===== config.mk =====
export PLATFORM = sky130hd
export DESIGN_NAME = bitband_bridge
export DESIGN_NICKNAME = d
export VERILOG_FILES = /design/src/rtl/bb_pkg.sv /design/src/rtl/bb_window_decode.sv /design/src/rtl/bb_lane_math.sv /design/src/rtl/bb_bit_merge.sv /design/src/rtl/bitband_bridge.sv
export SDC_FILE = /design/constraint.sdc
export NUM_CORES = 1
export LEC_CHECK = 0
export BUFFER_PORTS_ARGS = -buffer_cell sky130_fd_sc_hd__buf_2
export CAP_MARGIN = 20
export CORE_MARGIN = 1
export CORE_UTILIZATION = 53
export CTS_BUF_LIST = sky130_fd_sc_hd__clkbuf_4 sky130_fd_sc_hd__clkbuf_8
export CTS_CLUSTER_DIAMETER = 150
export CTS_CLUSTER_SIZE = 8
export DETAILED_ROUTE_END_ITERATION = 10
export GPL_ROUTABILITY_DRIVEN = 0
export PLACE_DENSITY_LB_ADDON = 0.15
export SLEW_MARGIN = 20
export SYNTH_ARGS = -nofsm -noshare
export SYNTH_HDL_FRONTEND = slang
export SYNTH_SLANG_ARGS = --single-unit

===== constraint.sdc =====
create_clock -name clk -period 4.5 [get_ports clk]
set_input_delay 0.675 -clock clk [delete_from_list [all_inputs] [get_ports clk]]
set_output_delay 0.675 -clock clk [all_outputs]
set_load 0.01 [all_outputs]

===== src/rtl/bb_pkg.sv =====
package bb_pkg;

  localparam int SIZE_W = 3;

  typedef enum logic [2:0] {
    ST_IDLE,
    ST_RD_REQ,
    ST_RD_WAIT,
    ST_WR_REQ,
    ST_WR_WAIT,
    ST_RESP
  } bb_state_e;

  function automatic logic size_legal(input logic [SIZE_W-1:0] sz);
    return (sz == SIZE_W'(1)) || (sz == SIZE_W'(2)) || (sz == SIZE_W'(4));
  endfunction

endpackage


===== src/rtl/bb_window_decode.sv =====
module bb_window_decode #(
  parameter int ADDR_W   = 32,
  parameter int WIN_BITS = 25,
  parameter int BIT_SH   = 5,
  parameter int NUM_WIN  = 2,
  parameter logic [NUM_WIN*ADDR_W-1:0] ALIAS_BASE  = {32'h4200_0000, 32'h2200_0000},
  parameter logic [NUM_WIN*ADDR_W-1:0] TARGET_BASE = {32'h4000_0000, 32'h2000_0000},
  parameter bit ENABLE = 1'b1
) (
  input  logic [ADDR_W-1:0] addr,
  output logic              hit,
  output logic [ADDR_W-1:0] phys
);
  localparam int TAG_W = ADDR_W - WIN_BITS;

  logic [NUM_WIN-1:0] win_hit;
  logic [ADDR_W-1:0]  win_phys [NUM_WIN];
  logic [ADDR_W-1:0]  word_off;

  assign word_off = {{TAG_W{1'b0}}, addr[WIN_BITS-1:0]} >> BIT_SH;

  generate
    for (genvar i = 0; i < NUM_WIN; i++) begin : g_win
      localparam logic [ADDR_W-1:0] ABASE = ALIAS_BASE[i*ADDR_W +: ADDR_W];
      localparam logic [ADDR_W-1:0] TBASE = TARGET_BASE[i*ADDR_W +: ADDR_W];
      assign win_hit[i]  = ENABLE && (addr[ADDR_W-1:WIN_BITS] == ABASE[ADDR_W-1:WIN_BITS]);
      assign win_phys[i] = TBASE | word_off;
    end
  endgenerate

  // lowest-numbered window wins when windows overlap
  always_comb begin
    hit  = 1'b0;
    phys = '0;
    for (int i = NUM_WIN - 1; i >= 0; i--) begin
      if (win_hit[i]) begin
        hit  = 1'b1;
        phys = win_phys[i];
      end
    end
  end

endmodule


===== src/rtl/bb_lane_math.sv =====
module bb_lane_math #(
  parameter int ADDR_W = 32,
  parameter int IDX_W  = 5,
  parameter int SIZE_W = 3
) (
  input  logic [ADDR_W-1:0] phys,
  input  logic [IDX_W-1:0]  word_sel,
  input  logic [SIZE_W-1:0] size,
  output logic [ADDR_W-1:0] aligned,
  output logic [IDX_W-1:0]  bit_idx
);
  logic [IDX_W-1:0] idx_mask;

  always_comb begin
    case (size)
      SIZE_W'(1): idx_mask = IDX_W'(7);
      SIZE_W'(2): idx_mask = IDX_W'(15);
      default:    idx_mask = IDX_W'(31);
    endcase
  end

  assign bit_idx = word_sel & idx_mask;
  assign aligned = phys & ~(ADDR_W'(size) - ADDR_W'(1));

endmodule


===== src/rtl/bb_bit_merge.sv =====
module bb_bit_merge #(
  parameter int DATA_W = 32,
  parameter int IDX_W  = 5
) (
  input  logic [DATA_W-1:0] word,
  input  logic [IDX_W-1:0]  bit_idx,
  input  logic              set_val,
  output logic              bit_val,
  output logic [DATA_W-1:0] merged
);
  logic [DATA_W-1:0] one_hot;

  assign one_hot = DATA_W'(1) << bit_idx;
  assign bit_val = word[bit_idx];
  assign merged  = set_val ? (word | one_hot) : (word & ~one_hot);

endmodule


===== src/rtl/bitband_bridge.sv =====
module bitband_bridge #(
  parameter int ADDR_W   = 32,
  parameter int DATA_W   = 32,
  parameter int WIN_BITS = 25,
  parameter int NUM_WIN  = 2,
  parameter logic [NUM_WIN*ADDR_W-1:0] ALIAS_BASE  = {32'h4200_0000, 32'h2200_0000},
  parameter logic [NUM_WIN*ADDR_W-1:0] TARGET_BASE = {32'h4000_0000, 32'h2000_0000},
  parameter bit ENABLE = 1'b1
) (
  input  logic                       clk,
  input  logic                       rst,
  input  logic                       req_valid,
  input  logic                       req_write,
  input  logic [ADDR_W-1:0]          req_addr,
  input  logic [bb_pkg::SIZE_W-1:0]  req_size,
  input  logic [DATA_W-1:0]          req_wdata,
  output logic                       req_ready,
  output logic                       rsp_valid,
  output logic [DATA_W-1:0]          rsp_rdata,
  output logic                       rsp_err,
  output logic                       mem_valid,
  output logic                       mem_write,
  output logic [ADDR_W-1:0]          mem_addr,
  output logic [bb_pkg::SIZE_W-1:0]  mem_size,
  output logic [DATA_W-1:0]          mem_wdata,
  input  logic                       mem_ready,
  input  logic                       mem_resp,
  input  logic [DATA_W-1:0]          mem_rdata,
  input  logic                       mem_err
);
  import bb_pkg::*;

  localparam int WORD_SH = $clog2(DATA_W / 8);
  localparam int IDX_W   = $clog2(DATA_W);
  localparam int BIT_SH  = WORD_SH + 3;

  bb_state_e           state;
  logic                dec_hit;
  logic [ADDR_W-1:0]   dec_phys;
  logic [ADDR_W-1:0]   lane_addr;
  logic [IDX_W-1:0]    lane_idx;
  logic [IDX_W-1:0]    idx_q;
  logic                set_q;
  logic                wr_q;
  logic                rd_ok_q;
  logic                rd_bit;
  logic [DATA_W-1:0]   wb_word;
  logic                rd_done;
  logic                wr_done;
  logic                unused_wdata;

  assign unused_wdata = ^req_wdata[DATA_W-1:1];

  bb_window_decode #(
    .ADDR_W(ADDR_W), .WIN_BITS(WIN_BITS), .BIT_SH(BIT_SH), .NUM_WIN(NUM_WIN),
    .ALIAS_BASE(ALIAS_BASE), .TARGET_BASE(TARGET_BASE), .ENABLE(ENABLE)
  ) u_dec (
    .addr(req_addr), .hit(dec_hit), .phys(dec_phys)
  );

  bb_lane_math #(.ADDR_W(ADDR_W), .IDX_W(IDX_W), .SIZE_W(SIZE_W)) u_lane (
    .phys(dec_phys), .word_sel(req_addr[WORD_SH +: IDX_W]), .size(req_size),
    .aligned(lane_addr), .bit_idx(lane_idx)
  );

  bb_bit_merge #(.DATA_W(DATA_W), .IDX_W(IDX_W)) u_merge (
    .word(mem_rdata), .bit_idx(idx_q), .set_val(set_q),
    .bit_val(rd_bit), .merged(wb_word)
  );

  assign req_ready = (state == ST_IDLE);
  assign rd_done   = mem_resp && (((state == ST_RD_REQ) && mem_ready) || (state == ST_RD_WAIT));
  assign wr_done   = mem_resp && (((state == ST_WR_REQ) && mem_ready) || (state == ST_WR_WAIT));

  always_ff @(posedge clk) begin
    if (rst) begin
      state     <= ST_IDLE;
      mem_valid <= 1'b0;
      mem_write <= 1'b0;
      mem_addr  <= '0;
      mem_size  <= '0;
      mem_wdata <= '0;
      rsp_valid <= 1'b0;
      rsp_rdata <= '0;
      rsp_err   <= 1'b0;
      idx_q     <= '0;
      set_q     <= 1'b0;
      wr_q      <= 1'b0;
      rd_ok_q   <= 1'b0;
    end else begin
      case (state)
        ST_IDLE: begin
          rd_ok_q <= 1'b0;
          if (req_valid) begin
            idx_q <= lane_idx;
            set_q <= req_wdata[0];
            wr_q  <= req_write;
            if (!size_legal(req_size) || !dec_hit) begin
              rsp_valid <= 1'b1;
              rsp_err   <= 1'b1;
              rsp_rdata <= '0;
              state     <= ST_RESP;
            end else begin
              mem_valid <= 1'b1;
              mem_write <= 1'b0;
              mem_addr  <= lane_addr;
              mem_size  <= req_size;
              state     <= ST_RD_REQ;
            end
          end
        end
        ST_RD_REQ: begin
          if (mem_ready) begin
            mem_valid <= 1'b0;
            state     <= ST_RD_WAIT;
          end
        end
        ST_WR_REQ: begin
          if (mem_ready) begin
            mem_valid <= 1'b0;
            state     <= ST_WR_WAIT;
          end
        end
        ST_RESP: begin
          rsp_valid <= 1'b0;
          state     <= ST_IDLE;
        end
        default: ;
      endcase

      // a response arriving with the request handshake overrides the wait step
      if (rd_done) begin
        if (mem_err) begin
          mem_valid <= 1'b0;
          rsp_valid <= 1'b1;
          rsp_err   <= 1'b1;
          rsp_rdata <= '0;
          state     <= ST_RESP;
        end else if (wr_q) begin
          rd_ok_q   <= 1'b1;
          mem_valid <= 1'b1;
          mem_write <= 1'b1;
          mem_wdata <= wb_word;
          state     <= ST_WR_REQ;
        end else begin
          mem_valid <= 1'b0;
          rsp_valid <= 1'b1;
          rsp_err   <= 1'b0;
          rsp_rdata <= {{(DATA_W-1){1'b0}}, rd_bit};
          state     <= ST_RESP;
        end
      end

      if (wr_done) begin
        mem_valid <= 1'b0;
        rsp_valid <= 1'b1;
        rsp_err   <= mem_err;
        rsp_rdata <= '0;
        state     <= ST_RESP;
      end
    end
  end

  p_busy_blocks_r7: assert property (@(posedge clk) disable iff (rst)
    mem_valid |-> !req_ready);

  p_aligned_r2: assert property (@(posedge clk) disable iff (rst)
    mem_valid |-> ((mem_addr & (ADDR_W'(mem_size) - ADDR_W'(1))) == '0));

  p_size_legal_r8: assert property (@(posedge clk) disable iff (rst)
    mem_valid |-> size_legal(mem_size));

  p_rdata_bit0_r4: assert property (@(posedge clk) disable iff (rst)
    rsp_valid |-> (rsp_rdata[DATA_W-1:1] == '0));

  p_rsp_pulse_r13: assert property (@(posedge clk) disable iff (rst)
    rsp_valid |=> !rsp_valid);

  p_hold_r14: assert property (@(posedge clk) disable iff (rst)
    (mem_valid && !mem_ready) |=> (mem_valid && $stable(mem_addr) &&
                                   $stable(mem_write) && $stable(mem_wdata)));

  p_wb_after_read_r5: assert property (@(posedge clk) disable iff (rst)
    (mem_valid && mem_write) |-> rd_ok_q);

  p_err_no_wb_r6: assert property (@(posedge clk) disable iff (rst)
    (rd_done && mem_err) |=> !mem_valid);

endmodule


# Word-level counts from Yosys, hierarchy flattened
# Cells that the tools add are included.
[classes] addsub=1 n_lt_le_gt_ge=1 n_eq_ne=18 shift=1 n_mux=50 bitwise=8 reduce_logical=23
[ops] op="$mux 32" n=8
[ops] op="$and 32x32->32" n=2
[ops] op="$not 32->32" n=2
[ops] op="$or 32x32->32" n=1
[ops] op="$shl 1x5->32 const A" n=1
[ops] op="$mux 31" n=1
[ops] op="$mux 1" n=28
[ops] op="$mux 3" n=8
[ops] op="$pmux 3 s4" n=1
[ops] op="$reduce_and 4->1" n=3
[ops] op="$pmux 5 s2" n=1
[ops] op="$eq 3x2->1 const B" n=3
[ops] op="$eq 3x3->1 const B" n=3
[ops] op="$ne 3x3->1 const B" n=3
[ops] op="$ne 4x4->1 const B" n=2
[ops] op="$eq 7x5->1 const B" n=1
[ops] op="$eq 7x6->1 const B" n=1
[ops] op="$eq 3x1->1 const B" n=2
[ops] op="$lt 5x6->1 const B" n=1
[ops] op="$reduce_and 3->1" n=2
[ops] op="$reduce_bool 6->1" n=1
[ops] op="$and 5x5->5" n=1
[ops] op="$bmux 1 s5" n=1
[ops] op="$logic_or 1x1->1" n=5
[ops] op="13 further kinds" n=20
[word_totals] regBits=113 out_inout_bits=104 wordCells=115

# Logic depth before layout (Yosys ltp)
# Gate-level depths: netlist (run 1).
[depth] depth_word=12 depth_mapped=9

# By module
# A second synthesis (run 1) with hierarchy kept.
[hier_totals] hier_cells=639 hier_area_um2=5960.7
[modules_own_cells] module="bitband_bridge" n_inst=1 cells_per_inst=431 area_each_um2=4205.3
[modules_own_cells] module="bb_bit_merge" n_inst=1 cells_per_inst=113 area_each_um2=927.1
[modules_own_cells] module="bb_window_decode" n_inst=1 cells_per_inst=46 area_each_um2=495.5
[modules_own_cells] module="bb_lane_math" n_inst=1 cells_per_inst=49 area_each_um2=332.8

# Worst setup path before layout (run 1)
# OpenSTA, ideal clock, no wires.
[synth_path] kind="input-to-reg" start="input port req_addr[26]" end="register mem_addr[1]" setup_ns=0.132 arrival_time_ns=2.093 required_ns=4.368 slack_ns=2.275 path_stages=6 path_buffers=1 path_cell_list="or4_4 nor3_4 nand3_1 clkbuf_1 nand2_1 a21oi_1"
[synth_via] elab_chain_cells=7
[synth_rtl] element="from (decl)" line_no="bitband_bridge.sv:14" text="input logic [ADDR_W-1:0] req_addr,"
[synth_rtl] element="$eq 7x6->1" line_no="bb_window_decode.sv:26" text="assign win_hit[i] = ENABLE && (addr[ADDR_W-1:WIN_BITS] == ABASE[ADDR_W-1:WIN_BITS]);"
[synth_rtl] element="$mux 1 (2 in a row)" line_no="bb_window_decode.sv:36" text="if (win_hit[i]) begin"
[synth_rtl] element="$logic_not 1->1" line_no="bitband_bridge.sv:98" text="if (!size_legal(req_size) || !dec_hit) begin"
[synth_rtl] element="$logic_or 1x1->1" line_no="bitband_bridge.sv:98"
[synth_rtl] element="$not 1->1 (no source line)"
[synth_rtl] element="$reduce_and 3->1 (no source line)"
[synth_rtl] element="to (signal assigned)" line_no="bitband_bridge.sv:106" text="mem_addr <= lane_addr;"
[synth_rtl] element="to (decl)" line_no="bitband_bridge.sv:23" text="output logic [ADDR_W-1:0] mem_addr,"
# Several ways; a longest one is shown, not always the timed one.
# A chain may end at the register's enable or synchronous reset.

# Worst setup path in the final report (run 1)
[layout_path] start="input port req_addr[26]" end="register mem_valid"
[layout_via] elab_chain_cells=7
[layout_rtl] element="$eq 7x6->1" line_no="bb_window_decode.sv:26"
[layout_rtl] element="$mux 1" line_no="bb_window_decode.sv:36"
[layout_rtl] element="$mux 1 (*)" line_no="bb_window_decode.sv:36"
[layout_rtl] element="$logic_not 1->1 (*)" line_no="bitband_bridge.sv:98"
[layout_rtl] element="$logic_or 1x1->1 (*)" line_no="bitband_bridge.sv:98"
[layout_rtl] element="$ne 3x3->1 (no source line) (*)"
[layout_rtl] element="$reduce_and 4->1 (no source line) (*)"
[layout_rtl] element="to (signal assigned)" line_no="bitband_bridge.sv:104" text="mem_valid <= 1'b1;"
[layout_rtl] element="to (signal assigned)" line_no="bitband_bridge.sv:114" text="mem_valid <= 1'b0;"
[layout_rtl] element="to (signal assigned)" line_no="bitband_bridge.sv:120" text="mem_valid <= 1'b0;"
[layout_rtl] element="to (decl)" line_no="bitband_bridge.sv:21" text="output logic mem_valid,"
# Every way passes the cells marked *; elsewhere a longest branch is shown, timed or not.

==> key figures, run 1 <==
Global route
  – GRT Overall Usage: 0.259
  – Vias in the first global route: slightly below 4000
  – GR Util met1: 0.336
  – Aggregate global routing overflow: 0
  – Met2 Use GR: 0.413
  – Largest net degree at the start of global routing: 71
  – Most used routing layer: met2
  – First-pass GRT wire length: about 18 mm
  – Grt met3 use: 0.0687
  – Initial antenna violation count: 0

Pwr
  – Power per cell area: about 380 nW/um^2
  – Peak supply drop: 0.171 mV
  – Leakage: between 2 and 2.5 nW

Place
  – Post-placement cell area: ~5400 um^2
  – Port bufs: 166
  – Dpl hpwl: ~8 mm

Clock network
  – CTS Hold Buffers Added: 0
  – H-Tree Depth: 3
  – Root buf cell: clkbuf_8
  – Worst-Skew Late Latency: ~0.37 ns
  – CTS tree: done
  – CTS Buffer Depth: 2
  – Clk sinks: 103
  – CTS buffer count: 9
  – Post-cts gate resize count: 0
  – Post-CTS Setup Bufs: 0
  – Clock-pin slew of the registers on the worst-case setup and hold paths: roughly 0.10 ns

Timing
  – Final hold violations: 0
  – # setup viols final: 0
  – Max Slew Vio Count: 0
  – Final period util: 0.583
  – Slew @ Worst Pin: 1.02 ns
  – Unrepaired setup endpoints after global routing: no
  – Period minus WS final: between 2 and 3 ns
  – Setup TNS: 0 ns
  – Fmax: about 380 MHz
  – Setup Skew: 0.0140 ns
  – Rel. slew slack: 0.319

Floorplan
  – IO Pins: 210
  – Die height: between 90 and 100 um
  – Full die area: roughly 9200 um^2
  – Initial Util: 0.556
  – Core Area: roughly 8400 um^2
  – Die W: ~96 um
  – # rows: 33

Setup path
  – Slowest CP cell: nand3_1
  – Largest stage delay on the critical path: between 0.7 and 0.8 ns
  – Worst-path fanout max: 27
  – Worst Setup Start Kind: input pin
  – Arrival time worst endpoint: between 2 and 3 ns
  – CP Cell Sequence: buf_2 > or4_4 > nor3_4 > nand3_1 > a31oi_1 > o21a_1
  – CP delay by family, top: simple AND/OR/NAND/NOR gates
  – CP Class: in -> reg
  – CP bufs+invs: 1
  – CP Capture Type: register
  – Required @ worst endpoint: ~4.8 ns

Job
  – Maximum capacitance violations: 0

Logic synthesis
  – Async S/R FF share, synth: 0
  – Mean Syn Cell Area: approximately 8.5 um^2
  – Synthesized flop and latch total: around 100
  – Post-synth top area share: 0.443
  – Synth Instances: approximately 550
  – Cell taking the most area after synthesis: dfxtp_1
  – Synth cell count leaders: dfxtp_1 (103), nand2_1 (82), nor2_1 (51)
  – EDFF count, synth: 0
  – Yosys warning count: 0
  – Top area cells in the synthesized netlist: dfxtp_1 (44%), nand2_1 (6.6%), a311oi_1 (4.5%), a21oi_1 (4.3%), and2_1 (4.3%)
  – Seq/Total Area, Yosys: 0.443
  – Mapped cell area: ~4700 um^2
  – Count leader, synth: dfxtp_1
  – Main flop type after synthesis: dfxtp_1
  – Post-synth cell types: 49

Finish
  – Final nets: 795
  – Area grow syn2layout: 20.5%
  – Reg area: roughly 2100 um^2
  – FILL cells: about 750
  – Share of layout cells above drive strength 1: 0.290
  – Final instance area: 5610 um^2
  – Footprint of the multi-input gates: 2330 um^2
  – Diode count: 0

Route
  – DRT antenna net count: 0
  – Via count: roughly 4400
  – Vias per cell: 5.51
  – Routed WL per cell: 14.5 um
  – First-pass DRT Iterations: 5
  – DR iter-0 viols: between 200 and 300
  – Residual DRC count: 0
  – Aggregate routed wire length: 11.5 mm

Min path
  – Hold Crit Class: reg -> reg

Outcome
  – Status: completed
==> metrics by stage <==
| step | hold WS [ns] | power [W] | util | instances | setup slack [ns] |
|---|---|---|---|---|---|
| final | 0.451 | 0.00213 | 0.670 | 795 | 1.88 |
| after detailed placement | 0.438 | 0.00158 | 0.646 | 779 | 1.47 |
| after global placement | 0.435 | 0.00156 | 0.646 | 779 | 1.52 |
| after floorplan | 0.450 | 0.00144 | - | 558 | 2.27 |
| after global routing | 0.472 | 0.00226 | 0.670 | 795 | 1.59 |
| after CTS | 0.455 | 0.00214 | 0.670 | 795 | 1.85 |
==> path summary, 6_finish.rpt <==
kind	from	to	slack, ns	cells past startpoint
setup / recovery	req_addr[26]	mem_valid	1.88	6
hold reg to reg	mem_addr[30]	mem_addr[30]	0.45	2
hold / removal	mem_addr[30]	mem_addr[30]	0.45	2
setup reg to reg	state[1]	mem_valid	1.90	5
==> power breakdown <==
part | internal, W | switching, W | leakage (nW) | total, W
sequential | 0.000956 | 0.000109 | 0.832 | 0.00107
combinational | 0.000206 | 0.000297 | 1.45 | 0.000503
clock | 0.000222 | 0.000340 | 0.0996 | 0.000562
==> state kept, by name (all words and copies together) (netlist names) <==
register,cells
rsp_rdata,32
rsp_valid,1
mem_size,3
mem_addr,22
wr_q,1
rsp_err,1
mem_valid,1
state,3
mem_wdata,32
idx_q,5
mem_write,1
set_q,1
==> final cells by class <==
class                      instances  area share
clock buffer                      10      0.0234
clock inverter                     6      0.0111
inverter                          10     0.00669
multi-input combinational        392       0.416
sequential                       103       0.368
tap                              105      0.0234
timing repair buffer             169       0.152
==> worst reg2reg max path: stages (launching register included) <==
cell and delay (ns):
dfxtp_1 0.47, nor3_1 0.37, and2_1 0.39, nand3_1 0.79, a31oi_1 0.42, o21a_1 0.13
==> routing by layer <==
layer,up-vias,part of all wire
met5,-,0
met4,0,0.019
met3,21,0.080
met2,172,0.47
met1,2019,0.43
li1,2166,-
==> kinds of logic after synthesis <==
group | count (synthesis) | share of synthesized area
XOR/XNOR | 2 | 0.00376
adder cells (fa/ha/maj) | 4 | 0.0107
buffers and inverters | 63 | 0.0666
multiplexers | 18 | 0.0602
flip-flops | 103 | 0.443
AND/OR/NAND/NOR | 248 | 0.259
other | 1 | 0.000805
AO/OA/AOI/OAI | 110 | 0.156
==> cell usage in the layout (no fill, tap or decap), types with 9 or more instances in the layout <==
cell / Yosys / layout
and2_1: 32 / 32
nor3_1: 11 / 11
clkbuf_8: 0 / 9
dfxtp_1: 103 / 102
a311oi_1: 24 / 24
a211oi_1: 11 / 11
buf_2: 14 / 166
inv_1: 10 / 10
a21oi_1: 40 / 40
nand3_1: 40 / 40
nand2b_1: 9 / 9
nand2_1: 82 / 82
conb_1: 1 / 10
nor2_1: 51 / 51
o21ai_0: 16 / 16
mux2i_1: 10 / 10
No activity file was read; power rests on OpenSTA's default activity.
==> run 2, diff against run 1 <==
--- a/config.mk
+++ b/config.mk
@@ -8,7 +8,7 @@
 export BUFFER_PORTS_ARGS = -buffer_cell sky130_fd_sc_hd__buf_2
 export CAP_MARGIN = 20
 export CORE_MARGIN = 1
-export CORE_UTILIZATION = 53
+export CORE_UTILIZATION = 49
 export CTS_BUF_LIST = sky130_fd_sc_hd__clkbuf_4 sky130_fd_sc_hd__clkbuf_8
 export CTS_CLUSTER_DIAMETER = 150
 export CTS_CLUSTER_SIZE = 8
==> constraint.sdc (replaced) <==
create_clock -name clk -period 2.7 [get_ports clk]
set_input_delay 0.405 -clock clk [delete_from_list [all_inputs] [get_ports clk]]
set_output_delay 0.405 -clock clk [all_outputs]
set_load 0.01 [all_outputs]
==> run 2 against run 1 <==
First-iteration DRC count is 11% lower; sequential cell count stayed put; global-route usage fell by 2.0 points; critical path type is now reg -> reg; largest cell class unchanged; largest power group unchanged; highest routed layer unchanged.
==> key figures, run 2 (synthesis gave the netlist of run 1 again) <==
Route
  – Aggregate routed wire length: 11.6 mm (+0.37%)
  – DRT antenna net count: 0 (unchanged)
  – Routed WL per cell: 14.0 um (-3.6%)
  – DR iter-0 viols: 234 (-11%)
  – Via count: 4381 (+0.069%)
  – Residual DRC count: 0 (unchanged)
  – First-pass DRT Iterations: 4 (-1)
  – Vias per cell: 5.29 (-3.9%)

Finish
  – Diode count: 0 (unchanged)
  – Commonest non-fill, non-tap cells in the layout: buf_2 (166), dfxtp_1 (103), nand2_1 (82)
  – Post-route insts no fill: 828 (+4.2%)
  – Area grow syn2layout: 23.1%
  – Share of layout cells above drive strength 1: 0.298 (+0.00771)
  – Commonest non-fill, non-tap cell in the layout: buf_2
  – Largest regs: mem_wdata x32, rsp_rdata x32, mem_addr x22
  – Final nets: 804 (+1.1%)

Global route
  – Grt met3 use: 0.0506 (-0.0181)
  – Largest net degree at the start of global routing: 70 (-1.4%)
  – Met2 Use GR: 0.384 (-0.0295)
  – Most used routing layer: met2
  – Aggregate global routing overflow: 0 (unchanged)
  – Vias in the first global route: 3879 (-0.77%)
  – GR Util met1: 0.326 (-0.0100)
  – GRT Overall Usage: 0.239 (-0.0203)
  – Initial antenna violation count: 0 (unchanged)
  – First-pass GRT wire length: 18.9 mm (+2.6%)

Floorplan
  – Core Area: 9240 um^2 (+10%)
  – # rows: 35 (+6.1%)
  – Initial Util: 0.504 (-0.0516)
  – Die W: 99.5 um (+3.9%)
  – Full die area: 9900 um^2 (+8.0%)
  – IO Pins: 210 (unchanged)
  – Die height: 99.5 um (+3.9%)

Pwr
  – Leakage: 2.44 nW (+2.2%)
  – Peak supply drop: 0.304 mV (+78%)
  – Power per cell area: 631 nW/um^2 (+66%)

Timing
  – Max Slew Vio Count: 0 (unchanged)
  – Unrepaired setup endpoints after global routing: no
  – Setup TNS: 0 ns (unchanged)
  – Fmax: 457 MHz
  – Final hold violations: 0 (unchanged)
  – Hold_ws: 0.271 ns (-0.180 ns)
  – Rel. slew slack: 0.514 (+0.196)
  – # setup viols final: 0 (unchanged)
  – Setup Skew: 0.0153 ns (+0.00133 ns)
  – Slew @ Worst Pin: 0.729 ns (-0.290 ns)
  – Final period util: 0.810
  – Period minus WS final: about 2.2 ns

Clock network
  – CTS Buffer Depth: 2 (unchanged)
  – H-Tree Depth: 3 (unchanged)
  – Post-CTS Setup Bufs: 0 (unchanged)
  – Post-cts gate resize count: 0 (unchanged)
  – Clk sinks: 103 (unchanged)
  – Worst-Skew Late Latency: 0.38 ns (about the same)
  – Clock-pin slew of the registers on the worst-case setup and hold paths: 0.11 ns (about the same)
  – CTS tree: done
  – CTS buffer count: 9 (unchanged)
  – CTS Hold Buffers Added: 0 (unchanged)
  – Root buf cell: clkbuf_8

Place
  – Dpl hpwl: 8.24 mm (+1.8%)
  – Port bufs: 166 (unchanged)
  – Inst Count DP: 812 (+4.2%)

Job
  – Maximum capacitance violations: 0 (unchanged)

Setup path
  – Worst-path fanout max: 16 (-41%)
  – Arrival time worst endpoint: 2.46 ns (-0.48 ns)
  – Worst r2r src: idx_q[0]
  – CP Launch Point: idx_q[0]
  – Required @ worst endpoint: 2.97 ns (-1.85 ns)
  – Worst Setup Start Kind: register
  – CP Class: reg -> reg
  – CP Capture Type: register

Outcome
  – Status: completed

Min path
  – Min-delay src: req_addr[8]
  – Hold Crit Class: in -> reg
## run 2: cell types whose count changed in the layout (fill, tap and decap cells not counted), sizes merged
cell    before  now
buf        169  178
clkbuf      10    9
clkinv       3    4
## run 2: per-layer routing
metal,up-vias,wire length [um]
met5,-,0
met1,2021,5130
met3,10,794
li1,2188,-
met2,162,5560
met4,0,97
## run 2: stage by stage
stage               worst slack, ns  total power [W]  utilization  instance area [um^2]
CTS                           0.473          0.00366        0.621                  5740
floorplan                     0.745          0.00239            -                  4690
global placement              0.518          0.00264        0.598                  5530
global route                  0.370          0.00384        0.621                  5740
detailed placement            0.480          0.00266        0.598                  5530
finish                        0.512          0.00362        0.621                  5740
## run 2: cell type report
class	instances	area, um^2
multi-input combinational	392	2330
clock inverter	7	86.3
inverter	10	37.5
fill	845	3500
timing repair buffer	178	933
tap	129	161
clock buffer	9	124
sequential	103	2060
## run 2: worst paths after layout
kind	end	slack, ns	cells after the start
worst max-delay path	rsp_rdata[0]	0.51	5
worst min-delay path	mem_addr[3]	0.27	3
worst max register to register	rsp_rdata[0]	0.51	5
worst min register to register	mem_addr[15]	0.46	2
## run 2: power breakdown
group / leakage [nW] / internal (W) / total [W] / switching [W]
Sequential: 0.832 / 0.00159 / 0.00175 / 0.000158
Combinational: 1.50 / 0.000370 / 0.000878 / 0.000508
Clock: 0.105 / 0.000374 / 0.000994 / 0.000620
Total: 2.44 / 0.00234 / 0.00362 / 0.00129
## run 2: worst max-delay path, cell delays in order (launching register included)
cell       delay [ns]
dfxtp_1          0.80
mux4_2           0.59
nor2b_1          0.14
a211o_1          0.29
a2bb2oi_1        0.19
o2bb2ai_1        0.08
==> run 3, diff against run 2 <==
--- a/config.mk
+++ b/config.mk
@@ -5,10 +5,11 @@
 export SDC_FILE = /design/constraint.sdc
 export NUM_CORES = 1
 export LEC_CHECK = 0
+export ABC_AREA = 1
 export BUFFER_PORTS_ARGS = -buffer_cell sky130_fd_sc_hd__buf_2
 export CAP_MARGIN = 20
 export CORE_MARGIN = 1
-export CORE_UTILIZATION = 49
+export CORE_UTILIZATION = 50
 export CTS_BUF_LIST = sky130_fd_sc_hd__clkbuf_4 sky130_fd_sc_hd__clkbuf_8
 export CTS_CLUSTER_DIAMETER = 150
 export CTS_CLUSTER_SIZE = 8
==> constraint.sdc (replaced) <==
create_clock -name clk -period 2.1 [get_ports clk]
set_input_delay 0.315 -clock clk [delete_from_list [all_inputs] [get_ports clk]]
set_output_delay 0.315 -clock clk [all_outputs]
set_load 0.01 [all_outputs]
==> run 3 against run 2 <==
Die area increased by 3.3%; synthesized area increased by 5.5%; power up 40%; synthesized cell count grew 25%; combinational power rose by 83%; core utilization increased by 0.95 points; highest routed layer unchanged; worst setup slack got worse by 0.32 ns; largest cell class unchanged; critical endpoint is now mem_wdata[10]; wire length grew 6.7%; sequential cell count is the same; first-iteration DRC count grew 19%.
==> key figures, run 3 <==
Min path
  – Hold Crit Class: in -> reg

Setup path
  – Largest stage delay on the critical path: 0.44 ns (-0.36 ns)
  – Required @ worst endpoint: 2.34 ns (-0.63 ns)
  – CP delay by family, top: simple AND/OR/NAND/NOR gates
  – CP Capture Type: register
  – Worst Setup Start Kind: register
  – Arrival time worst endpoint: 2.16 ns (-0.30 ns)
  – CP Cell Sequence: inv_1 > nand2_1 > nor2_1 > nand3_1 > a211oi_1 > nor2_1
  – Worst path most repeated cell: nor2_1
  – CP bufs+invs: 1 (+1)
  – CP Class: reg -> reg
  – Slowest CP cell: dfxtp_1
  – Worst-path fanout max: 13 (-3)

Pwr
  – Peak supply drop: 0.356 mV (+17%)
  – Power per cell area: 857 nW/um^2 (+36%)
  – PnR Total Power: 0.00506 W (+40%)
  – Leakage: 2.80 nW (+15%)

Logic synthesis
  – Yosys warning count: 0 (unchanged)
  – Synth cell count leaders: nor2_1 (131), nand2_1 (115), dfxtp_1 (103)
  – Mapped cell area: 4910 um^2 (+5.5%)
  – Post-synth top area share: 0.420 (-0.0230)
  – Seq/Total Area, Yosys: 0.420 (-0.0230)
  – Mean Syn Cell Area: 7.15 um^2 (-16%)
  – Synth Instances: 687 (+25%)
  – Post-synth cell types: 37 (-24%)
  – Cell taking the most area after synthesis: dfxtp_1
  – Main flop type after synthesis: dfxtp_1
  – Synthesized flop and latch total: 103 (unchanged)
  – Count leader, synth: nor2_1
  – Async S/R FF share, synth: 0 (unchanged)
  – Top area cells in the synthesized netlist: dfxtp_1 (42%), nor2_1 (10%), nand2_1 (8.8%), nand3_1 (6.8%), o21ai_0 (5.8%)
  – EDFF count, synth: 0 (unchanged)

Finish
  – Area grow syn2layout: 20.2%
  – Commonest non-fill, non-tap cells in the layout: buf_2 (166), nor2_1 (131), nand2_1 (115)
  – Share of layout cells above drive strength 1: 0.255 (-0.0425)
  – Reg area: 2060 um^2 (unchanged)
  – Final nets: 944 (+17%)
  – Final core utilization: 0.630 (+0.00945)
  – Commonest non-fill, non-tap cell in the layout: buf_2
  – Diode count: 0 (unchanged)
  – FILL cells: 924 (+9.3%)
  – Largest regs: mem_wdata x32, rsp_rdata x32, mem_addr x22
  – Footprint of the multi-input gates: 2370 um^2 (+1.6%)

Floorplan
  – Core Area: 9370 um^2 (+1.4%)
  – Die W: 101 um (+1.6%)
  – Full die area: 10200 um^2 (+3.3%)
  – IO Pins: 210 (unchanged)
  – Initial Util: 0.524 (+0.0202)
  – Die height: 101 um (+1.6%)
  – # rows: 35 (unchanged)

Global route
  – Initial antenna violation count: 0 (unchanged)
  – First-pass GRT wire length: 20.0 mm (+5.8%)
  – GRT Overall Usage: 0.243 (+0.00470)
  – Aggregate global routing overflow: 0 (unchanged)
  – Largest net degree at the start of global routing: 46 (-34%)
  – Vias in the first global route: 4324 (+11%)

Route
  – First-pass DRT Iterations: 5 (+1)
  – Via count: 4958 (+13%)
  – Metal2 WL: 5.70 mm (+2.5%)
  – Aggregate routed wire length: 12.4 mm (+6.7%)
  – Routed wl met3: 773 um (-2.6%)
  – Top layer reached by signal wires: met4
  – DRT antenna net count: 0 (unchanged)
  – Residual DRC count: 0 (unchanged)
  – Routed WL per cell: 12.8 um (-8.7%)
  – DR iter-0 viols: 279 (+19%)
  – Vias per cell: 5.12 (-3.2%)
  – DRT met1 WL: 5.70 mm (+11%)

Timing
  – Rel. slew slack: 0.566 (+0.0524)
  – Fmax: 523 MHz (+14%)
  – Setup TNS: 0 ns (unchanged)
  – Slew @ Worst Pin: 0.650 ns (-0.0794 ns)
  – Unrepaired setup endpoints after global routing: no
  – Final period util: 0.911 (+0.100)
  – Period minus WS final: 1.91 ns (-0.275 ns)
  – # setup viols final: 0 (unchanged)
  – Final hold violations: 0 (unchanged)
  – Setup Skew: 0.0120 ns (-0.00333 ns)
  – Max Slew Vio Count: 0 (unchanged)

Clock network
  – CTS Buffer Depth: 2 (unchanged)
  – CTS buffer count: 9 (unchanged)
  – Clk sinks: 103 (unchanged)
  – Root buf cell: clkbuf_8
  – Clock-pin slew of the registers on the worst-case setup and hold paths: 0.10 ns (about the same)
  – CTS Hold Buffers Added: 0 (unchanged)
  – Worst-Skew Late Latency: 0.35 ns (-0.03 ns)
  – CTS tree: done
  – Post-cts gate resize count: 0 (unchanged)
  – Post-CTS Setup Bufs: 0 (unchanged)
  – H-Tree Depth: 3 (unchanged)

Job
  – Maximum capacitance violations: 0 (unchanged)

Place
  – Dpl hpwl: 9.06 mm (+9.9%)
  – Port bufs: 166 (unchanged)

Outcome
  – Status: completed
[run 3: cell types whose count changed in the layout (fill, tap and decap cells not counted), sizes merged, moves of 29 or more]
cell,delta
inv,+29
nand2,+36
nor2,+83
and2,-32
o21ai,+48
nand3,+30
[run 3: worst reg2reg max path, cell delays in order (launching register included)]
cell,delay (ns)
dfxtp_1,0.44
inv_1,0.29
nand2_1,0.26
nor2_1,0.32
nand3_1,0.14
a211oi_1,0.30
nor2_1,0.07
[run 3: layout make-up]
| class | instances | area share |
|---|---|---|
| Multi-Input combinational cell | 498 | 0.401 |
| Inverter | 44 | 0.0286 |
| Timing Repair Buffer | 178 | 0.158 |
| Clock buffer | 11 | 0.0246 |
| Clock inverter | 5 | 0.0112 |
| Sequential cell | 103 | 0.349 |
| Tap cell | 129 | 0.0273 |
[run 3: logic make-up (layout without fill, tap and decap cells)]
group	after synthesis	in the layout	share of synthesized area
adders and majority gates	4	4	0.0102
and+or+nand+nor	340	340	0.300
AOI/OAI and AO/OA	143	143	0.162
xor gates and xnor gates	1	1	0.00178
other	1	10	0.000763
DFF	103	103	0.420
buffers and inverters	95	238	0.105
[run 3: worst paths after layout]
check,startpoint,to,slack [ns],cells after the start
worst max-delay path,idx_q[0],mem_wdata[10],0.19,6
worst min-delay path,req_addr[7],mem_addr[2],0.21,3
worst max register to register,idx_q[0],mem_wdata[10],0.19,6
worst min register to register,rsp_rdata[18],rsp_rdata[18],0.44,2
[run 3: through the flow]
step	setup slack [ns]	hold slack (ns)	cells	instance area, um^2
global route	0.0333	0.207	968	5910
finish	0.188	0.209	968	5910
global placement	0.199	0.423	952	5700
CTS	0.254	0.187	968	5910
detailed placement	0.106	0.426	952	5700
floorplan	0.557	0.450	696	4950
[run 3: routing by layer]
| layer | up-vias | track usage |
|---|---|---|
| met5 | - | 0 |
| met4 | 0 | 0.0836 |
| met3 | 14 | 0.0366 |
| met2 | 174 | 0.389 |
| met1 | 2237 | 0.335 |
| li1 | 2533 | - |
[run 3: power breakdown]
part           switching (W)  total (W)  internal (W)
logic                0.00110    0.00161      0.000510
registers           0.000113    0.00218       0.00206
clock network       0.000664    0.00127      0.000610
total                0.00188    0.00506       0.00318
